`config.mk`:
```
export PLATFORM = sky130hd
export DESIGN_NAME = uop_dispatch_throttle
export DESIGN_NICKNAME = d
export VERILOG_FILES = /design/src/rtl/uop_dispatch_pkg.sv /design/src/rtl/udt_width_gate.sv /design/src/rtl/udt_check_chain.sv /design/src/rtl/udt_stall_counters.sv /design/src/rtl/uop_dispatch_throttle.sv
export SDC_FILE = /design/constraint.sdc
export NUM_CORES = 1
export LEC_CHECK = 0
export BUFFER_PORTS_ARGS = -buffer_cell sky130_fd_sc_hd__buf_4
export CORE_UTILIZATION = 57
export CTS_CLUSTER_SIZE = 14
export DETAILED_ROUTE_END_ITERATION = 16
export MAX_ROUTING_LAYER = met4
export PLACE_DENSITY = 0.83
export SETUP_SLACK_MARGIN = 0.4
export SLEW_MARGIN = 0
export SYNTH_ARGS = -nofsm -noshare
export SYNTH_HDL_FRONTEND = slang
export SYNTH_SLANG_ARGS = --single-unit
```
`constraint.sdc`:
```
create_clock -name clk -period 6.1 [get_ports clk]
set_clock_uncertainty 0.2 [all_clocks]
set_input_delay 0.915 -clock clk [delete_from_list [all_inputs] [get_ports clk]]
set_output_delay 0.915 -clock clk [all_outputs]
set_load 0.01 [all_outputs]
```
`src/rtl/uop_dispatch_pkg.sv`:
```
package uop_dispatch_pkg;

  // Stall causes, numbered in check priority order (1 = checked first)
  typedef enum logic [2:0] {
    RSN_NONE  = 3'd0,
    RSN_GROUP = 3'd1,
    RSN_ROB   = 3'd2,
    RSN_REN   = 3'd3,
    RSN_SQ    = 3'd4,
    RSN_LDQ   = 3'd5,
    RSN_STQ   = 3'd6
  } stall_rsn_e;

  localparam int NUM_RSN        = 6;
  localparam int KIND_LOAD_BIT  = 0;
  localparam int KIND_STORE_BIT = 1;

endpackage

```
`src/rtl/udt_width_gate.sv`:
```
module udt_width_gate #(
  parameter int WIDTH = 4,
  parameter int UOP_W = 4,
  localparam int AVAIL_W = $clog2(WIDTH + 1)
) (
  input  logic               clk,
  input  logic               rst_n,
  input  logic               tick,
  input  logic               take,
  input  logic [UOP_W-1:0]   uops,
  output logic               width_ok,
  output logic [AVAIL_W-1:0] avail_q,
  output logic [UOP_W-1:0]   carry_q
);

  localparam int CMP_W = ((AVAIL_W > UOP_W) ? AVAIL_W : UOP_W) + 1;
  localparam logic [CMP_W-1:0] WIDTH_X = CMP_W'(WIDTH);

  logic [CMP_W-1:0] uops_x, avail_x, carry_x;
  logic [CMP_W-1:0] avail_mid, carry_mid;
  logic [CMP_W-1:0] avail_nxt, carry_nxt;

  assign uops_x  = CMP_W'(uops);
  assign avail_x = CMP_W'(avail_q);
  assign carry_x = CMP_W'(carry_q);

  // Fits the remaining budget, or the group is still untouched
  assign width_ok = (uops_x <= avail_x) || (avail_x == WIDTH_X);

  // Charge the transfer first
  always_comb begin
    avail_mid = avail_x;
    carry_mid = carry_x;
    if (take) begin
      if (uops_x <= avail_x) begin
        avail_mid = avail_x - uops_x;
      end else begin
        avail_mid = '0;
        carry_mid = carry_x + (uops_x - avail_x);
      end
    end
  end

  // Then refresh on a tick, paying down the debt
  always_comb begin
    avail_nxt = avail_mid;
    carry_nxt = carry_mid;
    if (tick) begin
      if (carry_mid >= WIDTH_X) begin
        avail_nxt = '0;
        carry_nxt = carry_mid - WIDTH_X;
      end else begin
        avail_nxt = WIDTH_X - carry_mid;
        carry_nxt = '0;
      end
    end
  end

  always_ff @(posedge clk) begin
    if (!rst_n) begin
      avail_q <= AVAIL_W'(WIDTH);
      carry_q <= '0;
    end else begin
      avail_q <= AVAIL_W'(avail_nxt);
      carry_q <= UOP_W'(carry_nxt);
    end
  end

endmodule

```
`src/rtl/udt_check_chain.sv`:
```
module udt_check_chain
  import uop_dispatch_pkg::*;
(
  input  logic       in_valid,
  input  logic [1:0] kind,
  input  logic       width_ok,
  input  logic       rob_ok,
  input  logic       ren_ok,
  input  logic       sq_ok,
  input  logic       ldq_ok,
  input  logic       stq_ok,
  output logic       grant,
  output stall_rsn_e rsn
);

  logic need_ldq, need_stq;

  assign need_ldq = kind[KIND_LOAD_BIT];
  assign need_stq = kind[KIND_STORE_BIT];

  // First failing check wins
  always_comb begin
    rsn = RSN_NONE;
    if (!width_ok)               rsn = RSN_GROUP;
    else if (!rob_ok)            rsn = RSN_ROB;
    else if (!ren_ok)            rsn = RSN_REN;
    else if (!sq_ok)             rsn = RSN_SQ;
    else if (need_ldq && !ldq_ok) rsn = RSN_LDQ;
    else if (need_stq && !stq_ok) rsn = RSN_STQ;
  end

  assign grant = in_valid && (rsn == RSN_NONE);

endmodule

```
`src/rtl/udt_stall_counters.sv`:
```
module udt_stall_counters
  import uop_dispatch_pkg::*;
#(
  parameter int CNT_W = 16
) (
  input  logic                            clk,
  input  logic                            rst_n,
  input  logic                            stalled,
  input  stall_rsn_e                      rsn,
  output logic [NUM_RSN-1:0][CNT_W-1:0]   cnt
);

  localparam logic [CNT_W-1:0] CNT_MAX = {CNT_W{1'b1}};

  for (genvar g = 0; g < NUM_RSN; g++) begin : g_cnt
    logic hit;
    assign hit = stalled && (rsn == stall_rsn_e'(3'(g + 1)));

    always_ff @(posedge clk) begin
      if (!rst_n) begin
        cnt[g] <= '0;
      end else if (hit && (cnt[g] != CNT_MAX)) begin
        cnt[g] <= cnt[g] + 1'b1;
      end
    end
  end

endmodule

```
`src/rtl/uop_dispatch_throttle.sv`:
```
module uop_dispatch_throttle
  import uop_dispatch_pkg::*;
#(
  parameter int WIDTH = 4,
  parameter int UOP_W = 4,
  parameter int CNT_W = 16
) (
  input  logic             clk,
  input  logic             rst_n,
  input  logic             tick,
  input  logic             in_valid,
  input  logic [UOP_W-1:0] in_uops,
  input  logic [1:0]       in_kind,
  output logic             in_ready,
  input  logic             rob_ok,
  input  logic             ren_ok,
  input  logic             sq_ok,
  input  logic             ldq_ok,
  input  logic             stq_ok,
  output logic             retire_step,
  output logic [CNT_W-1:0] cnt_group,
  output logic [CNT_W-1:0] cnt_rob,
  output logic [CNT_W-1:0] cnt_ren,
  output logic [CNT_W-1:0] cnt_sq,
  output logic [CNT_W-1:0] cnt_ldq,
  output logic [CNT_W-1:0] cnt_stq
);

  localparam int AVAIL_W = $clog2(WIDTH + 1);

  logic                          width_ok;
  logic                          grant;
  stall_rsn_e                    rsn;
  logic [AVAIL_W-1:0]            avail_q;
  logic [UOP_W-1:0]              carry_q;
  logic [NUM_RSN-1:0][CNT_W-1:0] cnt;

  // Retire step precedes the budget refresh of the same tick
  assign retire_step = tick;

  udt_width_gate #(.WIDTH(WIDTH), .UOP_W(UOP_W)) u_gate (
    .clk      (clk),
    .rst_n    (rst_n),
    .tick     (tick),
    .take     (grant),
    .uops     (in_uops),
    .width_ok (width_ok),
    .avail_q  (avail_q),
    .carry_q  (carry_q)
  );

  udt_check_chain u_chain (
    .in_valid (in_valid),
    .kind     (in_kind),
    .width_ok (width_ok),
    .rob_ok   (rob_ok),
    .ren_ok   (ren_ok),
    .sq_ok    (sq_ok),
    .ldq_ok   (ldq_ok),
    .stq_ok   (stq_ok),
    .grant    (grant),
    .rsn      (rsn)
  );

  udt_stall_counters #(.CNT_W(CNT_W)) u_cnt (
    .clk     (clk),
    .rst_n   (rst_n),
    .stalled (in_valid && !grant),
    .rsn     (rsn),
    .cnt     (cnt)
  );

  assign in_ready  = grant;
  assign cnt_group = cnt[0];
  assign cnt_rob   = cnt[1];
  assign cnt_ren   = cnt[2];
  assign cnt_sq    = cnt[3];
  assign cnt_ldq   = cnt[4];
  assign cnt_stq   = cnt[5];

endmodule

```
==> impl_summary.txt, run 1 <==
----------------------------------------------------
[Run status]
  Run status ... finished clean

[Route]
  DRC viols ... 0
  Average detailed-routed wire length per instance ... 14.63 µm
  Detailed Route WL ... 12.92 mm
  Via count of the routed design ... 4966
  Detailed Route Iter0 Violations ... 218
  Router iterations before antenna repair ... 5
  Via/cell ratio ... 5.624
  Antenna Nets Post-Route ... 0

[CTS]
  Post-CTS sizing ... 0
  Clock sink count ... 103
  Clock tree from TritonCTS ... done
  Number of buffers added by the clock tree synthesis step ... 9
  Number of buffers added to fix hold violations after cts ... 0
  Post-CTS setup-driven buffer insertion count ... 0
  Number of H-tree levels ... 3
  Number of buffers on the longest clock path ... 2
  Clock slew seen by the registers of the worst setup and hold paths ... 0.10 ns
  Clock root buffer master ... sky130_fd_sc_hd__clkbuf_8
  Clock latency at the later pin of the worst-skew pair ... 0.37 ns

[Timing]
  Final critical-path required period ... 4.027 ns
  Setup repair after global routing missed its margin ... false
  Relative slew slack ... 18.85%
  Tightest hold margin ... 0.2900 ns
  Max-slew violations ... 0
  Final number of hold-violating endpoints ... 0
  Setup violators final ... 0
  Highest clock frequency the design can meet ... 248.3 MHz
  Pin slew with the least headroom to its limit ... 1.207 ns
  Setup TNS ... 0 ns
  Share of the clock period used by the worst path after layout ... 66.02%

[Synth]
  Gate Count Post-Synth ... 645
  Number of synthesized flops with an enable pin ... 0
  Syn Std Cell Area ... 5455 µm²
  Count of warnings emitted by yosys ... 0
  Average cell area after synthesis ... approximately 8.5 µm²
  Synth cell types ... 58
  Predominant post-synthesis flop cell ... sky130_fd_sc_hd__dfxtp_1
  Count of state elements after synthesis ... 103
  Fraction of registers with async set or reset after synthesis ... 0%
  Sequential fraction of the synthesis area ... 37.80%
  Net count after synthesis ... 683

[Critical path]
  Worst Path Buf+Inv ... 2
  Setup CP Type ... primary input to register
  Cells along the critical path ... buf_4, ha_1, a211oi_4, a21bo_1, or3_1, mux2i_1, inv_1, ha_1, and2_1, nor3b_1, mux2i_1, o31ai_4, nand3_1, a21oi_1
  Worst path max stage delay ... 0.40 ns
  CP delay by family, top ... compound AO/OA/AOI/OAI gates
  Crit end category ... register
  Slowest library cell on the worst path ... sky130_fd_sc_hd__or3_1
  Arrival @ worst endpoint ... 4.12 ns
  Maximum net fanout on the critical path ... 10
  Crit start category ... primary input
  Required time worst endpoint ... 6.20 ns

[Die]
  Die Wd ... 99.83 µm
  I/O pin total ... roughly 110
  Initial core utilization ... 59.04%
  Floorplan Core Area ... around 9200 µm²
  Die Area ... 9966 µm²
  Die extent in y ... about 100 µm
  Row count ... 35

[Power and ir drop]
  Lkg Pwr ... 0.002618 µW
  Power density over cell area ... roughly 200 nW/µm²
  Peak supply drop ... between 0.1 and 0.15 mV
  Power Total ... ~1300 µW

[Global route]
  Initial antenna violation count ... 0
  Vias in the first global route ... 4594
  Global-route wire length before repair ... 21.28 mm
  Largest net degree at the start of global routing ... 60
  Aggregate global routing overflow ... 0
  Aggregate global-route resource usage ... about 27%

[Finish]
  Area growth syn-to-layout ... 20.71%
  Fin nets ... 787
  Layout cell share with drive strength beyond 1 ... a little under a fifth
  Final antenna diode count ... 0

[Placed design]
  Number of buffers added on ports ... 112
  Gpl congestion ... ~0.87
  Detailed placement HPWL ... 9.582 mm

[Hold path]
  Hold crit path type ... register to register

[Job]
  Max_cap viols ... 0

----------------------------------------------------
==> registers in the layout (all words and copies together) (netlist names) <==
| signal | count |
|---|---|
| u_gate.avail_q | 3 |
| u_gate.carry_q | 4 |
| u_cnt.cnt | 96 |
==> cell usage in the layout, fill, tap and decap left out, types with 3 or more instances in the layout <==
cell	n
sky130_fd_sc_hd__buf_4	114
sky130_fd_sc_hd__dfxtp_1	103
sky130_fd_sc_hd__nor2_1	91
sky130_fd_sc_hd__xnor2_1	49
sky130_fd_sc_hd__nand3_1	46
sky130_fd_sc_hd__nand2_1	42
sky130_fd_sc_hd__inv_1	30
sky130_fd_sc_hd__xor2_1	27
sky130_fd_sc_hd__nor3_1	24
sky130_fd_sc_hd__nor4_1	21
sky130_fd_sc_hd__nand4_1	20
sky130_fd_sc_hd__and3_1	19
sky130_fd_sc_hd__ha_1	19
sky130_fd_sc_hd__a21oi_1	18
sky130_fd_sc_hd__and4_1	10
sky130_fd_sc_hd__nand2b_1	10
sky130_fd_sc_hd__o21ai_0	9
sky130_fd_sc_hd__mux2i_1	9
sky130_fd_sc_hd__clkbuf_8	9
sky130_fd_sc_hd__or3_1	8
sky130_fd_sc_hd__and2_1	7
sky130_fd_sc_hd__o21ai_1	5
sky130_fd_sc_hd__o211ai_1	5
sky130_fd_sc_hd__nor3b_1	4
sky130_fd_sc_hd__a211oi_1	4
sky130_fd_sc_hd__fa_1	4
sky130_fd_sc_hd__o31ai_1	3
sky130_fd_sc_hd__o21bai_1	3
sky130_fd_sc_hd__inv_2	3
sky130_fd_sc_hd__inv_6	3
==> worst register-to-register path: cells and delay by family (launching register included) <==
kind / cells / cell delay [ns]
mux: 2 / 0.51
fa+ha+maj: 2 / 0.57
simple gates: 4 / 0.85
compound gates: 4 / 1.06
flops: 1 / 0.46
buf+inv: 2 / 0.15
==> metal layers <==
layer / track usage (%) / vias to the layer above / wire (µm)
li1: - / 2463 / -
met1: 34.05 / 2330 / 5763
met2: 43.29 / 149 / 6124
met3: 5.292 / 24 / 691
met4: 10.07 / 0 / 335
met5: - / - / 0
==> where the power goes <==
part | total [µW] | internal (µW) | switching [µW]
registers | 687 | 679 | 8.16
logic | 168 | 62.5 | 105
clock network | 457 | 200 | 257
==> area by class of cell <==
type / instances / area (µm²)
clock buffers: 9 / 123.9
clock inverters: 7 / 83.83
fillers: 745 / 2655
inverters: 33 / 123.9
multi-input cells: 488 / 3174
flip-flops and latches: 103 / 2062
well taps: 129 / 161.4
repair buffers: 114 / 855.8
==> synth_stat cells (all sizes together), types with 2 or more instances <==
| master | count | area (µm²) |
|---|---|---|
| o21ai | 14 | 70.06 |
| a21o | 2 | 15.01 |
| dfxtp | 103 | 2062 |
| buf | 4 | 31.27 |
| mux2i | 9 | 90.09 |
| nor4 | 22 | 143.9 |
| and3 | 19 | 118.9 |
| fa | 4 | 80.08 |
| xor2 | 27 | 236.5 |
| clkbuf | 17 | 63.81 |
| nor4b | 2 | 17.52 |
| and4 | 11 | 98.84 |
| inv | 33 | 123.9 |
| ha | 19 | 237.7 |
| o31ai | 4 | 43.79 |
| or3 | 9 | 61.31 |
| a211oi | 6 | 62.56 |
| nand3 | 47 | 240.2 |
| o21a | 2 | 15.01 |
| nand4 | 20 | 125.1 |
| nor2 | 91 | 341.6 |
| nand2b | 10 | 62.56 |
| o211ai | 5 | 37.54 |
| o311ai | 2 | 17.52 |
| nand4b | 2 | 17.52 |
| nor3b | 4 | 30.03 |
| a21oi | 18 | 90.09 |
| o21bai | 3 | 22.52 |
| nand2 | 42 | 157.7 |
| and2 | 7 | 43.79 |
| nor3 | 24 | 120.1 |
| xnor2 | 49 | 429.2 |
==> logic make-up after synthesis <==
kind of cell	Yosys count	share of synthesized area, %
AND/OR/NAND/NOR	314	29.54
flip-flops	103	37.80
XOR/XNOR	76	12.20
AO/OA/AOI/OAI	66	8.968
buffers and inverters	54	4.014
adder cells (fa/ha/maj)	23	5.826
multiplexers	9	1.651
==> path summary, 6_finish.rpt <==
kind	start	end	slack [ns]	depth (start not counted)
setup / recovery	in_uops[2]	u_gate.avail_q[1]	2.07	14
hold / removal	u_cnt.cnt[47]	u_cnt.cnt[47]	0.29	2
setup reg to reg	u_gate.avail_q[2]	u_gate.avail_q[1]	2.22	14
hold reg to reg	u_cnt.cnt[47]	u_cnt.cnt[47]	0.29	2
==> stage by stage <==
step                util, %  instance area, µm²  worst slack, ns  std cells
floorplan                 -                5455            2.148        645
global placement      69.02                6377            1.818        867
detailed placement    69.02                6377            1.691        867
CTS                   71.27                6585            2.070        883
global route          71.27                6585            1.772        883
finish                71.27                6585            2.073        883
No activity file was read; power rests on OpenSTA's default activity.
==> inputs of run 2 (changes only) <==
CORE_UTILIZATION = 55   (was 57)
PLACE_DENSITY = 0.8   (was 0.83)
clock period = 4 ns   (was 6.1 ns; I/O delays follow)
==> run 2 against run 1 <==
  * Worst setup slack worse by 1.5 ns
  * Final area grew 1.7%
  * Non-clock buffer count rose by 8
  * Hold slack better by 0.0048 ns
  * Flip-flop and latch count unchanged
  * Die area up 3.6%
  * Largest power group unchanged
  * Sequential share of layout area fell by 0.48 points
  * Routed wire length rose by 3.0%
==> impl_summary.txt, run 2 (same netlist as run 1, synthesis figures left out) <==
----------------------------------------------------
[Finish]
  Final antenna diode count ... 0 (unchanged)
  Max reg flops ... 96 (unchanged)
  Leading cell type in the layout, fill and taps excluded ... sky130_fd_sc_hd__buf_4
  Commonest cells after routing, fill and taps aside ... sky130_fd_sc_hd__buf_4, sky130_fd_sc_hd__dfxtp_1, sky130_fd_sc_hd__nor2_1, sky130_fd_sc_hd__xnor2_1, sky130_fd_sc_hd__nand3_1
  Layout cell share with drive strength beyond 1 ... 22.05% (+2.9 points)
  Largest registers ... u_cnt.cnt: 96 flops, u_gate.carry_q: 4 flops, u_gate.avail_q: 3 flops
  Area growth syn-to-layout ... 22.75%
  Fin area ... 6696 µm² (+1.7%)
  Fin nets ... 795 (+1.0%)
  Reg with most FFs ... u_cnt.cnt

[Die]
  I/O pin total ... 113 (unchanged)
  Floorplan Core Area ... 9415 µm² (+1.9%)
  Die extent in y ... 101.6 µm (+1.8%)
  Die Wd ... 101.6 µm (+1.8%)
  Die Area ... 10320 µm² (+3.6%)
  Initial core utilization ... 57.94% (-1.1 points)
  Row count ... 35 (unchanged)

[Critical path]
  Required time worst endpoint ... 4.06 ns (-2.14 ns)
  Reg2reg setup slack ... 0.55 ns (-1.67 ns)
  Critical path origin ... u_gate.carry_q[1]
  Crit Reg-Reg Startpoint ... u_gate.carry_q[1]
  Worst r2r dst ... u_gate.carry_q[2]
  Crit start category ... register
  Crit end category ... register
  Maximum net fanout on the critical path ... 3 (-7)
  Setup CP Type ... register to register
  Worst Reg2Reg Path Length in Cells ... 15 (+1)
  Arrival @ worst endpoint ... 3.51 ns (-0.61 ns)

[Global route]
  Met3 usage ... 5.176% (-0.12 points)
  Initial antenna violation count ... 0 (unchanged)
  GRT busiest layer ... met2
  Vias in the first global route ... 4629 (+0.76%)
  Aggregate global routing overflow ... 0 (unchanged)
  Global routing usage on met1 ... 31.49% (-2.6 points)
  Global Route met2 Usage ... 46.31% (+3.0 points)
  Global-route wire length before repair ... 21.34 mm (+0.29%)
  Aggregate global-route resource usage ... 26.66% (-0.43 points)
  Largest net degree at the start of global routing ... 54 (-10%)

[Timing]
  Setup TNS ... 0 ns (unchanged)
  Final number of hold-violating endpoints ... 0 (unchanged)
  Setup repair after global routing missed its margin ... false
  Final critical-path required period ... 3.450 ns
  Setup violators final ... 0 (unchanged)
  Highest clock frequency the design can meet ... 289.9 MHz
  Share of the clock period used by the worst path after layout ... 86.25%
  Max-slew violations ... 0 (unchanged)
  Relative slew slack ... 23.57% (+4.7 points)
  Pin slew with the least headroom to its limit ... 1.146 ns (-0.06079 ns)

[Route]
  Antenna Nets Post-Route ... 0 (unchanged)
  Via count of the routed design ... 4998 (+0.64%)
  Average detailed-routed wire length per instance ... 14.93 µm (+2.1%)
  Router iterations before antenna repair ... 4 (-1)
  Detailed Route WL ... 13.30 mm (+3.0%)
  Detailed Route Iter0 Violations ... 157 (-28%)
  DRC viols ... 0 (unchanged)
  Via/cell ratio ... 5.609 (-0.26%)

[CTS]
  Number of buffers added to fix hold violations after cts ... 0 (unchanged)
  Clock latency at the later pin of the worst-skew pair ... 0.37 ns (about the same)
  Clock slew seen by the registers of the worst setup and hold paths ... 0.10 ns (about the same)
  Clock tree from TritonCTS ... done
  Clock sink count ... 103 (unchanged)
  Number of buffers on the longest clock path ... 2 (unchanged)
  Number of H-tree levels ... 3 (unchanged)
  Number of buffers added by the clock tree synthesis step ... 9 (unchanged)
  Clock root buffer master ... sky130_fd_sc_hd__clkbuf_8

[Power and ir drop]
  Lkg Pwr ... 0.002658 µW (+1.5%)
  Power density over cell area ... 302.3 nW/µm² (+52%)
  Peak supply drop ... 0.2187 mV (+74%)

[Hold path]
  Hold path startpoint ... u_cnt.cnt[36]
  Hold crit path type ... register to register
  Hold-critical path depth ... 2 (unchanged)
  Worst min-delay path endpoint ... u_cnt.cnt[36]

[Placed design]
  Number of buffers added on ports ... 112 (unchanged)
  Detailed placement HPWL ... 9.745 mm (+1.7%)
  Gpl congestion ... 0.9035 (+3.6%)
  DP Area ... 6426 µm² (+0.77%)

[Job]
  Max_cap viols ... 0 (unchanged)

[Run status]
  Run status ... finished clean

----------------------------------------------------
-- run 2: timing repair --
action	CTS	global route
pin swaps	0	10
gates cloned	0	0
resized for setup	1	14
buffers inserted	0	3
endpoints found under the setup margin	5	5
-- run 2: final cells by class --
| cell class | instances | area, µm² |
|---|---|---|
| sequential | 103 | 2064 |
| inverter | 33 | 123.9 |
| tap | 129 | 161.4 |
| timing repair buffer | 122 | 919.6 |
| multi-input combinational | 488 | 3229 |
| fill | 807 | 2719 |
| clock buffer | 11 | 151.4 |
| clock inverter | 5 | 46.29 |
-- run 2: worst max path at each step --
| stage | depth (start not counted) | to |
|---|---|---|
| detailed placement | 16 | u_gate.avail_q[1] |
| global placement | 16 | u_gate.avail_q[1] |
| CTS | 14 | u_gate.avail_q[1] |
| global route | 15 | u_gate.carry_q[2] |
| finish | 15 | u_gate.carry_q[2] |
| floorplan | 15 | u_gate.avail_q[1] |
-- run 2: worst max-delay path: stages, from the launching register on --
cell	delay [ns]
sky130_fd_sc_hd__dfxtp_2	0.35
sky130_fd_sc_hd__inv_2	0.04
sky130_fd_sc_hd__fa_1	0.58
sky130_fd_sc_hd__inv_1	0.06
sky130_fd_sc_hd__ha_1	0.26
sky130_fd_sc_hd__a21o_1	0.16
sky130_fd_sc_hd__a21oi_2	0.18
sky130_fd_sc_hd__xnor2_2	0.17
sky130_fd_sc_hd__mux2i_1	0.14
sky130_fd_sc_hd__ha_2	0.20
sky130_fd_sc_hd__and2_4	0.14
sky130_fd_sc_hd__nor3b_2	0.19
sky130_fd_sc_hd__mux2i_2	0.13
sky130_fd_sc_hd__o31ai_4	0.32
sky130_fd_sc_hd__buf_6	0.15
sky130_fd_sc_hd__o22ai_1	0.07
-- run 2: through the flow --
| stage | utilization (%) | std cells | total power, µW | hold WS (ns) | worst slack, ns |
|---|---|---|---|---|---|
| after floorplan | - | 645 | 1269 | 0.2960 | 0.4163 |
| final | 71.12 | 891 | 2024 | 0.2948 | 0.5501 |
| after CTS | 70.41 | 888 | 1992 | 0.2809 | 0.4181 |
| after global placement | 68.25 | 872 | 1335 | 0.2673 | 0.1488 |
| after global routing | 71.12 | 891 | 2116 | 0.2927 | 0.3553 |
| after detailed placement | 68.25 | 872 | 1346 | 0.2807 | 0.04019 |
-- run 2: power by group --
group / switching (µW) / internal, µW
Sequential: 12.2 / 1040
Clock: 376 / 273
Combinational: 188 / 140
Total: 576 / 1450
-- run 2: routing by layer --
layer	part of all wire (%)	routed length, µm
met2	51	6768
met4	0.92	123
met1	44	5826
met3	4.4	586
met5	0	0
==> inputs of run 3 (changes only) <==
CORE_UTILIZATION = 57   (was 55)
CTS_BUF_LIST = sky130_fd_sc_hd__clkbuf_8   (was not set)
PLACE_DENSITY = 0.83   (was 0.8)
==> run 3 against run 2 <==
  * First-iteration DRC count grew 78%
  * Clock power is 6.8% lower
  * Cell count increased by 1.6%
  * Combinational power grew 20%
  * Flip-flop and latch count is the same
  * Largest cell class unchanged
  * Largest power group unchanged
  * Global-route usage grew 1.4 points
  * Total power rose by 1.0%
  * Critical path depth is 5 higher
  * Sequential power about the same
==> impl_summary.txt, run 3 (same netlist as run 1, synthesis figures left out) <==
----------------------------------------------------
[CTS]
  Number of buffers on the longest clock path ... 2 (unchanged)
  Clock latency at the later pin of the worst-skew pair ... 0.37 ns (about the same)
  Number of H-tree levels ... 3 (unchanged)
  Number of buffers added to fix hold violations after cts ... 0 (unchanged)
  Clock tree from TritonCTS ... done
  Clock slew seen by the registers of the worst setup and hold paths ... 0.10 ns (about the same)
  Clock root buffer master ... sky130_fd_sc_hd__clkbuf_8
  Clock sink count ... 103 (unchanged)
  Number of buffers added by the clock tree synthesis step ... 9 (unchanged)

[Timing]
  Setup repair after global routing missed its margin ... true
  Max-slew violations ... 0 (unchanged)
  Pin slew with the least headroom to its limit ... 1.097 ns (-0.04990 ns)
  Final number of hold-violating endpoints ... 0 (unchanged)
  Share of the clock period used by the worst path after layout ... 88.25% (+2.0 points)
  Setup TNS ... 0 ns (unchanged)
  Relative slew slack ... 26.90% (+3.3 points)
  Highest clock frequency the design can meet ... 283.3 MHz (-2.3%)
  Final critical-path required period ... 3.530 ns (+0.07993 ns)
  Setup violators final ... 0 (unchanged)

[Critical path]
  Setup CP Type ... primary input to register
  Slowest library cell on the worst path ... sky130_fd_sc_hd__fa_1
  Cells along the critical path ... buf_4, inv_2, fa_1, inv_1, ha_1, a21o_1, a21oi_2, xnor2_2, mux2i_2, buf_4, buf_4, buf_4, buf_4, buf_4, buf_4, buf_4, buf_4, buf_4, buf_4, a21oi_2
  Crit start category ... primary input
  Worst Reg2Reg Path Length in Cells ... 14 (-1)
  Worst r2r dst ... u_gate.avail_q[1]
  Crit end category ... register
  Arrival @ worst endpoint ... 3.64 ns (+0.13 ns)
  Worst path max stage delay ... 0.56 ns (-0.02 ns)
  Maximum net fanout on the critical path ... 3 (unchanged)
  Crit Reg-Reg Startpoint ... u_gate.avail_q[2]
  Most repeated library cell on the critical path ... sky130_fd_sc_hd__buf_4
  Reg2reg setup slack ... 0.48 ns (-0.07 ns)
  Required time worst endpoint ... 4.11 ns (+0.05 ns)

[Route]
  Detailed Route WL ... 13.53 mm (+1.7%)
  Detailed Route Iter0 Violations ... 279 (+78%)
  DRC viols ... 0 (unchanged)
  Via/cell ratio ... 5.669 (+1.1%)
  Antenna Nets Post-Route ... 0 (unchanged)
  Average detailed-routed wire length per instance ... 14.95 µm (+0.16%)
  Router iterations before antenna repair ... 6 (+2)
  Via count of the routed design ... 5130 (+2.6%)

[Placed design]
  DP Area ... 6426 µm² (unchanged)
  Gpl congestion ... 0.8693 (-3.8%)
  Count of placed standard cells including taps ... 872 (unchanged)
  Number of buffers added on ports ... 112 (unchanged)
  Detailed placement HPWL ... 9.652 mm (-0.95%)

[Job]
  Max_cap viols ... 0 (unchanged)

[Die]
  Die extent in y ... 99.83 µm (-1.7%)
  Row count ... 35 (unchanged)
  Initial core utilization ... 59.04% (+1.1 points)
  Die Area ... 9966 µm² (-3.4%)
  I/O pin total ... 113 (unchanged)
  Die Wd ... 99.83 µm (-1.7%)
  Floorplan Core Area ... 9240 µm² (-1.9%)

[Power and ir drop]
  Power density over cell area ... 300.6 nW/µm² (-0.56%)
  Internal power ... 1447 µW (about the same)
  Share of total power consumed by net switching ... 29.23% (+0.78 points)
  Combinational Power Share ... 19.1% (+2.9 points)
  P_sw ... 597.8 µW (+3.8%)
  Lkg Pwr ... 0.002709 µW (+1.9%)
  Relative contribution of the clock network to total power ... 29.6% (-2.5 points)
  Seq pwr share ... 51.3% (-0.5 points)
  Peak supply drop ... 0.1684 mV (-23%)

[Finish]
  Fin area ... 6803 µm² (+1.6%)
  Area growth syn-to-layout ... 24.70%
  Filler-free cell count of the finished design ... 905 (+1.6%)
  Fin nets ... 809 (+1.8%)
  Reg with most FFs ... u_cnt.cnt
  Leading cell type in the layout, fill and taps excluded ... sky130_fd_sc_hd__buf_4
  Layout cell share with drive strength beyond 1 ... 23.45% (+1.4 points)
  Largest registers ... u_cnt.cnt: 96 flops, u_gate.carry_q: 4 flops, u_gate.avail_q: 3 flops
  Final antenna diode count ... 0 (unchanged)
  Max reg flops ... 96 (unchanged)
  Filler cells ... 696 (-14%)
  Commonest cells after routing, fill and taps aside ... sky130_fd_sc_hd__buf_4, sky130_fd_sc_hd__dfxtp_1, sky130_fd_sc_hd__nor2_1, sky130_fd_sc_hd__xnor2_1, sky130_fd_sc_hd__nand3_1

[Global route]
  Initial antenna violation count ... 0 (unchanged)
  Largest net degree at the start of global routing ... 53 (-1.9%)
  Aggregate global-route resource usage ... 28.04% (+1.4 points)
  Vias in the first global route ... 4725 (+2.1%)
  Global-route wire length before repair ... 22.04 mm (+3.3%)
  Aggregate global routing overflow ... 0 (unchanged)

[Run status]
  Run status ... finished clean

[Hold path]
  Hold-critical path depth ... 2 (unchanged)
  Hold path startpoint ... u_cnt.cnt[36]
  Worst min-delay path endpoint ... u_cnt.cnt[36]
  Hold crit path type ... register to register

----------------------------------------------------
==> run 3: changes by cell type in the layout (fill, tap and decap cells not counted), sizes merged <==
cell / delta
clkbuf: -2
clkinv: +1
buf: +14
clkinvlp: +1
==> run 3: metal layers <==
layer  global-route usage (%)  up-vias  share of wire (%)
met5                        -        -                  0
met4                    9.050        0                2.1
met3                    5.362       26                5.6
met2                    44.99      168                 47
met1                    35.70     2432                 45
li1                         -     2504                  -
==> run 3: stage by stage <==
step | setup slack, ns | total power (µW) | hold WS, ns | util (%)
floorplan | 0.4163 | 1269 | 0.2960 | -
global placement | 0.1656 | 1332 | 0.2703 | 69.55
detailed placement | -0.007926 | 1347 | 0.2845 | 69.55
CTS | 0.4218 | 1987 | 0.2968 | 72.55
global route | 0.3723 | 2129 | 0.2958 | 73.62
finish | 0.4701 | 2045 | 0.2976 | 73.62
==> run 3: cell type report <==
cell class | count | area (µm²) | area share [%]
multi-input combinational | 488 | 3251 | 47.78
clock buffer | 9 | 123.9 | 1.821
sequential | 103 | 2068 | 30.40
clock inverter | 7 | 53.80 | 0.7909
inverter | 33 | 123.9 | 1.821
timing repair buffer | 136 | 1021 | 15.01
tap | 129 | 161.4 | 2.373
==> run 3: timing repair <==
action / 4_1_cts / 5_1_grt
buffers inserted: 11 / 6
pin swaps: 4 / 7
endpoints found under the setup margin: 5 / 7
resized for setup: 5 / 13
==> run 3: worst max-delay path by stage <==
stage,start,endpoint,slack [ns],depth (start not counted)
3_5_place_dp,in_uops[2],u_gate.avail_q[1],-0.008,14
5_1_grt,u_gate.avail_q[2],u_gate.avail_q[1],0.37,14
2_1_floorplan,in_uops[2],u_gate.avail_q[1],0.42,15
6_report,in_uops[1],u_gate.carry_q[3],0.47,20
4_1_cts,u_gate.avail_q[1],u_gate.avail_q[1],0.42,12
3_3_place_gp,in_uops[1],u_gate.avail_q[1],0.17,16
==> run 3: worst max-delay path: cells and delay by family <==
kind                     cells  cell delay, ns
buffers and inverters       13            1.47
XOR/XNOR                     1            0.15
multiplexers                 1            0.13
adder cells (fa/ha/maj)      2            0.83
AO/OA/AOI/OAI                3            0.46
==> run 3: power groups by stage <==
stage	registers, µW	logic (µW)	clock network [µW]
finish	1050	391	605
CTS	1050	323	617
global route	1050	418	660
detailed placement	1070	276	0
floorplan	1070	199	0
global placement	1070	262	0
